$ cat src/rtl/ptw_pkg.sv
package ptw_pkg;
    parameter int unsigned VIN_W   = 64;
    parameter int unsigned VA_W    = 48;
    parameter int unsigned PA_W    = 52;
    parameter int unsigned OFF_W   = 12;
    parameter int unsigned IDX_W   = 9;
    parameter int unsigned LEVELS  = 4;
    parameter int unsigned ENT_W   = 64;
    parameter int unsigned CODE_W  = 5;

    localparam int unsigned FRAME_W = PA_W - OFF_W;
    localparam int unsigned LVL_W   = $clog2(LEVELS);
    localparam int unsigned ENT_SH  = $clog2(ENT_W / 8);
    localparam int unsigned BIG_W   = OFF_W + IDX_W;

    // entry bit positions
    localparam int unsigned B_VALID = 0;
    localparam int unsigned B_WRITE = 1;
    localparam int unsigned B_USER  = 2;
    localparam int unsigned B_LARGE = 7;
    localparam int unsigned B_NX    = 63;

    // fault code bit positions
    localparam int unsigned C_PROT  = 0;
    localparam int unsigned C_WR    = 1;
    localparam int unsigned C_USR   = 2;
    localparam int unsigned C_IF    = 4;

    typedef enum logic [1:0] {ST_IDLE, ST_ISSUE, ST_WAIT, ST_DONE} walk_state_e;

    typedef struct packed {
        walk_state_e          st;
        logic [LVL_W-1:0]     lvl;
        logic [FRAME_W-1:0]   base;
        logic [VA_W-1:0]      va;
        logic                 wr;
        logic                 usr;
        logic                 fetch;
        logic                 w_ok;
        logic                 u_ok;
        logic                 nx;
        logic                 fault;
        logic [CODE_W-1:0]    code;
        logic [PA_W-1:0]      pa;
    } walk_regs_t;
endpackage

$ cat src/rtl/ptw_addr_gen.sv
module ptw_addr_gen
    import ptw_pkg::*;
(
    input  logic [FRAME_W-1:0]    base,
    input  logic [VA_W-1:OFF_W]   va_hi,
    input  logic [LVL_W-1:0]      lvl,
    output logic [PA_W-1:0]       addr
);
    logic [IDX_W-1:0] idx_tab [LEVELS];

    for (genvar g = 0; g < LEVELS; g++) begin : g_idx
        assign idx_tab[g] = va_hi[OFF_W + g*IDX_W +: IDX_W];
    end

    assign addr = {base, idx_tab[lvl], {ENT_SH{1'b0}}};
endmodule

$ cat src/rtl/ptw_perm_check.sv
module ptw_perm_check
    import ptw_pkg::*;
(
    input  logic              w_ok_in,
    input  logic              u_ok_in,
    input  logic              nx_in,
    input  logic              ent_w,
    input  logic              ent_u,
    input  logic              ent_nx,
    input  logic              wr,
    input  logic              usr,
    input  logic              fetch,
    output logic              w_all,
    output logic              u_all,
    output logic              nx_any,
    output logic              deny,
    output logic [CODE_W-1:0] prot_code
);
    always_comb begin
        w_all  = w_ok_in & ent_w;
        u_all  = u_ok_in & ent_u;
        nx_any = nx_in | ent_nx;
        deny   = (wr & ~w_all) | (usr & ~u_all) | (fetch & nx_any);
        prot_code         = '0;
        prot_code[C_PROT] = 1'b1;
        prot_code[C_WR]   = wr;
        prot_code[C_USR]  = usr;
        prot_code[C_IF]   = fetch & nx_any;
    end
endmodule

$ cat src/rtl/ptw_walker.sv
module ptw_walker
    import ptw_pkg::*;
(
    input  logic                clk,
    input  logic                rst_n,
    input  logic                req_valid,
    output logic                req_ready,
    input  logic [VIN_W-1:0]    req_vaddr,
    input  logic [FRAME_W-1:0]  req_root,
    input  logic                req_write,
    input  logic                req_user,
    input  logic                req_fetch,
    output logic                mem_req_valid,
    input  logic                mem_req_ready,
    output logic [PA_W-1:0]     mem_req_addr,
    input  logic                mem_rsp_valid,
    input  logic [ENT_W-1:0]    mem_rsp_data,
    output logic                done_valid,
    output logic                done_fault,
    output logic [PA_W-1:0]     done_paddr,
    output logic [CODE_W-1:0]   done_code
);
    walk_regs_t r_q, r_d;

    logic              w_all, u_all, nx_any, deny;
    logic [CODE_W-1:0] prot_code;
    logic              canon;
    logic [VIN_W-VA_W:0] sext;
    logic              unused_bits;

    assign sext  = req_vaddr[VIN_W-1:VA_W-1];
    assign canon = (&sext) | ~(|sext);
    assign unused_bits = ^{mem_rsp_data[ENT_W-2:PA_W], mem_rsp_data[OFF_W-1:B_LARGE+1],
                           mem_rsp_data[B_LARGE-1:B_USER+1], r_q.va[OFF_W-1:0]};

    ptw_addr_gen u_addr (
        .base  (r_q.base),
        .va_hi (r_q.va[VA_W-1:OFF_W]),
        .lvl   (r_q.lvl),
        .addr  (mem_req_addr)
    );

    ptw_perm_check u_perm (
        .w_ok_in   (r_q.w_ok),
        .u_ok_in   (r_q.u_ok),
        .nx_in     (r_q.nx),
        .ent_w     (mem_rsp_data[B_WRITE]),
        .ent_u     (mem_rsp_data[B_USER]),
        .ent_nx    (mem_rsp_data[B_NX]),
        .wr        (r_q.wr),
        .usr       (r_q.usr),
        .fetch     (r_q.fetch),
        .w_all     (w_all),
        .u_all     (u_all),
        .nx_any    (nx_any),
        .deny      (deny),
        .prot_code (prot_code)
    );

    function automatic logic [CODE_W-1:0] absent_code(input logic wr, input logic usr);
        logic [CODE_W-1:0] c;
        c        = '0;
        c[C_WR]  = wr;
        c[C_USR] = usr;
        return c;
    endfunction

    always_comb begin
        r_d = r_q;
        unique case (r_q.st)
            ST_IDLE: begin
                if (req_valid) begin
                    r_d.va    = req_vaddr[VA_W-1:0];
                    r_d.base  = req_root;
                    r_d.wr    = req_write;
                    r_d.usr   = req_user;
                    r_d.fetch = req_fetch;
                    r_d.lvl   = LVL_W'(LEVELS - 1);
                    r_d.w_ok  = 1'b1;
                    r_d.u_ok  = 1'b1;
                    r_d.nx    = 1'b0;
                    r_d.fault = 1'b0;
                    r_d.code  = '0;
                    r_d.pa    = '0;
                    if (!canon) begin
                        r_d.fault = 1'b1;
                        r_d.code  = absent_code(req_write, req_user);
                        r_d.st    = ST_DONE;
                    end else begin
                        r_d.st    = ST_ISSUE;
                    end
                end
            end
            ST_ISSUE: begin
                if (mem_req_ready) r_d.st = ST_WAIT;
            end
            ST_WAIT: begin
                if (mem_rsp_valid) begin
                    if (!mem_rsp_data[B_VALID]) begin
                        r_d.fault = 1'b1;
                        r_d.code  = absent_code(r_q.wr, r_q.usr);
                        r_d.st    = ST_DONE;
                    end else begin
                        r_d.w_ok = w_all;
                        r_d.u_ok = u_all;
                        r_d.nx   = nx_any;
                        if (r_q.lvl == '0 ||
                            (r_q.lvl == LVL_W'(1) && mem_rsp_data[B_LARGE])) begin
                            r_d.st = ST_DONE;
                            if (deny) begin
                                r_d.fault = 1'b1;
                                r_d.code  = prot_code;
                            end else if (r_q.lvl == '0) begin
                                r_d.pa = {mem_rsp_data[PA_W-1:OFF_W], r_q.va[OFF_W-1:0]};
                            end else begin
                                r_d.pa = {mem_rsp_data[PA_W-1:BIG_W], r_q.va[BIG_W-1:0]};
                            end
                        end else begin
                            r_d.base = mem_rsp_data[PA_W-1:OFF_W];
                            r_d.lvl  = r_q.lvl - LVL_W'(1);
                            r_d.st   = ST_ISSUE;
                        end
                    end
                end
            end
            ST_DONE: r_d.st = ST_IDLE;
            default: r_d.st = ST_IDLE;
        endcase
    end

    always_ff @(posedge clk) begin
        if (!rst_n) begin
            r_q       <= '0;
            r_q.st    <= ST_IDLE;
        end else begin
            r_q <= r_d;
        end
    end

    assign req_ready     = (r_q.st == ST_IDLE);
    assign mem_req_valid = (r_q.st == ST_ISSUE);
    assign done_valid    = (r_q.st == ST_DONE);
    assign done_fault    = r_q.fault;
    assign done_paddr    = r_q.pa;
    assign done_code     = r_q.code;

    // a granted read is not followed at once by another request
    assert_one_outstanding_R9: assert property (@(posedge clk) disable iff (!rst_n)
        (mem_req_valid && mem_req_ready) |=> !mem_req_valid);

    // a stalled request keeps its address
    assert_req_hold_R9: assert property (@(posedge clk) disable iff (!rst_n)
        (mem_req_valid && !mem_req_ready) |=> (mem_req_valid && $stable(mem_req_addr)));

    // after accepting a request the walker is busy
    assert_busy_after_accept_R9: assert property (@(posedge clk) disable iff (!rst_n)
        (req_valid && req_ready) |=> !req_ready);

    // completion is one cycle wide
    assert_done_pulse_R10: assert property (@(posedge clk) disable iff (!rst_n)
        done_valid |=> !done_valid);

    // no memory traffic during completion
    assert_done_quiet_R10: assert property (@(posedge clk) disable iff (!rst_n)
        done_valid |-> !mem_req_valid);

    // a not-present entry stops the walk
    assert_absent_stops_R4: assert property (@(posedge clk) disable iff (!rst_n)
        (r_q.st == ST_WAIT && mem_rsp_valid && !mem_rsp_data[B_VALID]) |=> (done_valid && done_fault && !done_code[C_PROT]));

    // a non-canonical address completes without a read
    assert_noncanon_R5: assert property (@(posedge clk) disable iff (!rst_n)
        (req_valid && req_ready && !canon) |=> (done_valid && done_fault));
endmodule

$ cat config.mk
export PLATFORM = sky130hd
export DESIGN_NAME = ptw_walker
export DESIGN_NICKNAME = d
export VERILOG_FILES = /design/src/rtl/ptw_pkg.sv /design/src/rtl/ptw_addr_gen.sv /design/src/rtl/ptw_perm_check.sv /design/src/rtl/ptw_walker.sv
export SDC_FILE = /design/constraint.sdc
export NUM_CORES = 1
export LEC_CHECK = 0
export ABC_AREA = 1
export BUFFER_PORTS_ARGS = -buffer_cell sky130_fd_sc_hd__buf_2
export CORE_ASPECT_RATIO = 0.7
export CORE_MARGIN = 2
export CORE_UTILIZATION = 30
export CTS_CLUSTER_DIAMETER = 40
export DETAILED_ROUTE_END_ITERATION = 12
export GPL_TIMING_DRIVEN = 0
export PLACE_DENSITY = 0.63
export SLEW_MARGIN = 0
export SYNTH_ARGS = -nofsm -noshare
export SYNTH_HDL_FRONTEND = slang
export SYNTH_SLANG_ARGS = --single-unit
$ cat constraint.sdc
create_clock -name clk -period 2.5 [get_ports clk]
set_input_delay 0.375 -clock clk [delete_from_list [all_inputs] [get_ports clk]]
set_output_delay 0.375 -clock clk [all_outputs]
set_load 0.005 [all_outputs]
==> insert_results.sql <==
INSERT INTO impl_metrics (metric_group, metric, value, unit) VALUES
('power', 'share_seq_of_total_power', '36.7', '%'),
('worst_hold_path', 'hold_class', 'primary input to register', ''),
('power', 'power.switching_fraction', '35.8', '%'),
('die', 'std_cell_rows', '47', ''),
('global_routing', 'vias_in_the_first_global_route', '7087', ''),
('cells_and_area', 'num-nets-final', '1422', ''),
('sta', 'final-hold-violation-count', '0', ''),
('die', 'fp.dieArea', '25000', 'µm²'),
('die', 'start_util', '30.4', '%'),
('clock_network', 'clock_insertion_delay_worst_skew', '0.43', 'ns'),
('detailed_routing', 'wire_per_inst', '16.7', 'µm'),
('synthesis', 'yosys_register_bits', '155', ''),
('synthesis', 'synthCells', '960', ''),
('detailed_routing', 'postRouteWirelength', '26300', 'µm'),
('global_routing', 'antenna_found_initial', '1', ''),
('power', 'power.internal', '5.78', 'mW'),
('global_routing', 'grtUsageTotal', '20.8', '%'),
('synthesis', 'synth_top_cells_by_area', 'sky130_fd_sc_hd__dfxtp_1 44%, sky130_fd_sc_hd__buf_4 11%, sky130_fd_sc_hd__o21ai_0 7.8%', ''),
('cells_and_area', 'final_layout_size_suffix_gt1_share', '34.4', '%'),
('power', 'power.leakage', '4.43', 'nW'),
('power', 'irDropWorstVdd', '0.000475', 'V'),
('sta', 'maxSlewViolCount', '0', ''),
('synthesis', 'share_of_the_synthesized_area_in_the_top_cell_type', '43.6', '%'),
('worst_setup_path', 'slowest_stage_delay_cp', '0.40', 'ns'),
('die', 'io_pins', '289', ''),
('die', 'dieHeight', '133', 'µm'),
('placement', 'finalWeightedCongestion', '0.878', ''),
('sta', 'post-route-min-period', '2.30', 'ns'),
('die', 'core_area', '23500', 'µm²'),
('worst_setup_path', 'type_of_destination_of_the_critical_path', 'output port', ''),
('power', 'clockPowerShare', '27.3', '%'),
('worst_setup_path', 'cp_data_required_time', '2.12', 'ns'),
('synthesis', 'synth_top_cell_by_area', 'sky130_fd_sc_hd__dfxtp_1', ''),
('detailed_routing', 'detail_route.drc_violations', '0', ''),
('worst_setup_path', 'start_kind', 'register', ''),
('global_routing', 'grt_first_pass_wirelength', '39700', 'µm'),
('worst_hold_path', 'hold_path_depth', '3', ''),
('placement', 'place.detailed.hpwl', '20200', 'µm'),
('flow_run', 'drv.max_cap_violation_count', '0', ''),
('detailed_routing', 'via_per_inst', '4.74', ''),
('clock_network', 'cts-htree-levels', '4', ''),
('power', 'total_switching_power', '3.23', 'mW'),
('worst_setup_path', 'cp_slowest_cell', 'sky130_fd_sc_hd__clkbuf_1', ''),
('status', 'run_status', 'completed', ''),
('global_routing', 'grt_max_degree', '17', ''),
('placement', 'placement.io_buffers', '264', ''),
('clock_network', 'cts_buffers', '17', ''),
('sta', 'setup_slack', '0.200', 'ns'),
('detailed_routing', 'via_count', '7464', ''),
('placement', 'placedInstanceArea', '8850', 'µm²'),
('clock_network', 'cts_hold_buf', '0', ''),
('synthesis', 'ys.warnings.count', '0', ''),
('clock_network', 'cts.repair_timing.setup_buffer_count', '0', ''),
('synthesis', 'syn-cell-area', '7120', 'µm²'),
('synthesis', 'sequential_fraction_of_the_synthesis_area', '43.6', '%'),
('worst_setup_path', 'critical_path.cell_chain', 'inv_1 -> clkbuf_1 -> o21ai_0 -> o22ai_1 -> buf_2', ''),
('worst_setup_path', 'cp_data_arrival_time', '1.93', 'ns'),
('cells_and_area', 'nFillCells', '2474', ''),
('clock_network', 'clock_sinks', '155', ''),
('synthesis', 'yosysUniqueCellTypes', '25', ''),
('worst_setup_path', 'path_class', 'register to output port', ''),
('die', 'dieWidth', '188', 'µm'),
('clock_network', 'cts_root_buffer', 'sky130_fd_sc_hd__clkbuf_16', ''),
('placement', 'pre_cts_slack', '-0.564', 'ns'),
('sta', 'maxSlewHeadroom', '51.6', '%'),
('sta', 'final.period_utilization', '92.0', '%'),
('detailed_routing', 'drt_first_iter_violations', '460', ''),
('power', 'power_density', '956', 'nW/µm²'),
('worst_setup_path', 'number_of_gates_on_the_worst_path_with_buffers_counted', '5', ''),
('cells_and_area', 'syn_to_final_growth', '32.4', '%'),
('sta', 'worstMarginPinSlew', '0.726', 'ns');
## cells in the mapped netlist
master                     count
sky130_fd_sc_hd__nor2_2        2
sky130_fd_sc_hd__o22ai_1       9
sky130_fd_sc_hd__nand2_1     112
sky130_fd_sc_hd__inv_2         6
sky130_fd_sc_hd__dfxtp_1     155
sky130_fd_sc_hd__nor2_1      138
sky130_fd_sc_hd__clkbuf_1     53
sky130_fd_sc_hd__nand3b_1      1
sky130_fd_sc_hd__inv_1        20
sky130_fd_sc_hd__buf_4       108
sky130_fd_sc_hd__or2_2         1
sky130_fd_sc_hd__o21ai_1      31
sky130_fd_sc_hd__a211oi_1      2
sky130_fd_sc_hd__buf_2         9
sky130_fd_sc_hd__clkinv_1      1
sky130_fd_sc_hd__nor3_1        3
sky130_fd_sc_hd__nand3_1      76
sky130_fd_sc_hd__a21oi_1      63
sky130_fd_sc_hd__a31oi_1      42
sky130_fd_sc_hd__o211ai_1      9
sky130_fd_sc_hd__o21ai_0     111
sky130_fd_sc_hd__nand4_1       2
sky130_fd_sc_hd__conb_1        1
sky130_fd_sc_hd__ha_1          2
sky130_fd_sc_hd__nor2_4        3
## layer usage
metal  wire length, µm  vias up  GRT usage [%]
li1                  -     3709              -
met1             12800     3445           29.9
met2             11200      289           31.3
met3              2030       21           4.99
met4               316        0           4.94
met5                 0        -              0
## per-stage QoR
| stage | utilization [%] | TNS (ns) | hold slack (ns) | cells |
|---|---|---|---|---|
| 5_1_grt | 40.2 | 0 | 0.159 | 1574 |
| 4_1_cts | 40.1 | 0 | 0.149 | 1575 |
| 6_report | 40.2 | 0 | 0.160 | 1576 |
| 2_1_floorplan | - | 0 | 0.441 | 963 |
| 3_3_place_gp | 37.7 | -23.53 | 0.451 | 1545 |
| 3_5_place_dp | 37.7 | -28.20 | 0.456 | 1545 |
## sequential cells by signal, indices dropped and copies added (netlist names)
name        flops
r_q            98
done_paddr     52
done_fault      1
done_code       4
## path summary, 6_finish.rpt
kind / slack [ns] / to / start
max reg2reg: 0.25 / r_q[115]$_SDFFE_PN0P_ / r_q[153]$_SDFFE_PN0P_
min: 0.16 / r_q[67]$_SDFFE_PN0P_ / req_vaddr[3]
min reg2reg: 0.47 / done_paddr[51]$_SDFFE_PN0P_ / done_paddr[51]$_SDFFE_PN0P_
max: 0.20 / mem_req_addr[7] / r_q[152]$_SDFFE_PN0P_
## cells by family (layout without fill, tap and decap cells)
| kind of cell | after synthesis | after routing | synth area share (%) |
|---|---|---|---|
| adder cells (fa/ha/maj) | 2 | 2 | 0.351 |
| buffers and inverters | 197 | 490 | 16.2 |
| other | 1 | 6 | 0.0527 |
| AO/OA/AOI/OAI | 267 | 267 | 20.0 |
| flip-flops | 155 | 155 | 43.6 |
| AND/OR/NAND/NOR | 338 | 338 | 19.7 |
## cells in the final DEF, fill, tap and decap left out, types with 3 or more instances in the layout
master	n
sky130_fd_sc_hd__inv_1	20
sky130_fd_sc_hd__a21oi_1	62
sky130_fd_sc_hd__o21ai_1	31
sky130_fd_sc_hd__clkbuf_16	17
sky130_fd_sc_hd__nor2_1	138
sky130_fd_sc_hd__conb_1	4
sky130_fd_sc_hd__o22ai_1	9
sky130_fd_sc_hd__nor2_4	4
sky130_fd_sc_hd__dfxtp_1	154
sky130_fd_sc_hd__a31oi_1	42
sky130_fd_sc_hd__inv_2	6
sky130_fd_sc_hd__clkbuf_2	6
sky130_fd_sc_hd__clkinv_2	4
sky130_fd_sc_hd__nand2_1	112
sky130_fd_sc_hd__o21ai_0	111
sky130_fd_sc_hd__o211ai_1	9
sky130_fd_sc_hd__clkbuf_1	46
sky130_fd_sc_hd__buf_2	272
sky130_fd_sc_hd__nor3_1	3
sky130_fd_sc_hd__buf_4	108
sky130_fd_sc_hd__nand3_1	76
sky130_fd_sc_hd__clkinvlp_4	4
## final cells by class
type	count	area (µm²)	area share (%)
multi-input cells	611	2890	30.6
flip-flops and latches	155	3100	32.9
diodes	2	5.00	0.0531
plain buffers	168	1060	11.2
clock inverters	11	97.6	1.04
inverters	27	101	1.08
well taps	318	398	4.22
clock buffers	20	457	4.84
repair buffers	264	1320	14.0
## repair_timing
item                                    CTS  global route
endpoints found under the setup margin   99            87
cloned                                    0             0
pin swaps                                 0             0
resized for setup                         7             6
## worst reg2reg max path: stages, from the launching register on
cell and delay [ns]:
sky130_fd_sc_hd__dfxtp_2 0.42, sky130_fd_sc_hd__inv_1 0.08, sky130_fd_sc_hd__clkbuf_2 0.20, sky130_fd_sc_hd__ha_2 0.29, sky130_fd_sc_hd__a21oi_2 0.19, sky130_fd_sc_hd__a21oi_1 0.14
sky130_fd_sc_hd__nor2_4 0.25, sky130_fd_sc_hd__clkbuf_4 0.30, sky130_fd_sc_hd__o21ai_0 0.11, sky130_fd_sc_hd__a31oi_1 0.20
## power by group through the flow
| stage | combinational (mW) | sequential (mW) | clock (mW) |
|---|---|---|---|
| 6_report | 3.25 | 3.30 | 2.46 |
| 5_1_grt | 3.61 | 3.36 | 2.61 |
| 4_1_cts | 3.26 | 3.29 | 2.51 |
| 3_5_place_dp | 3.23 | 3.34 | 0 |
| 3_3_place_gp | 3.21 | 3.33 | 0 |
| 2_1_floorplan | 2.02 | 3.23 | 0 |
(Power assumes the default switching activity.)
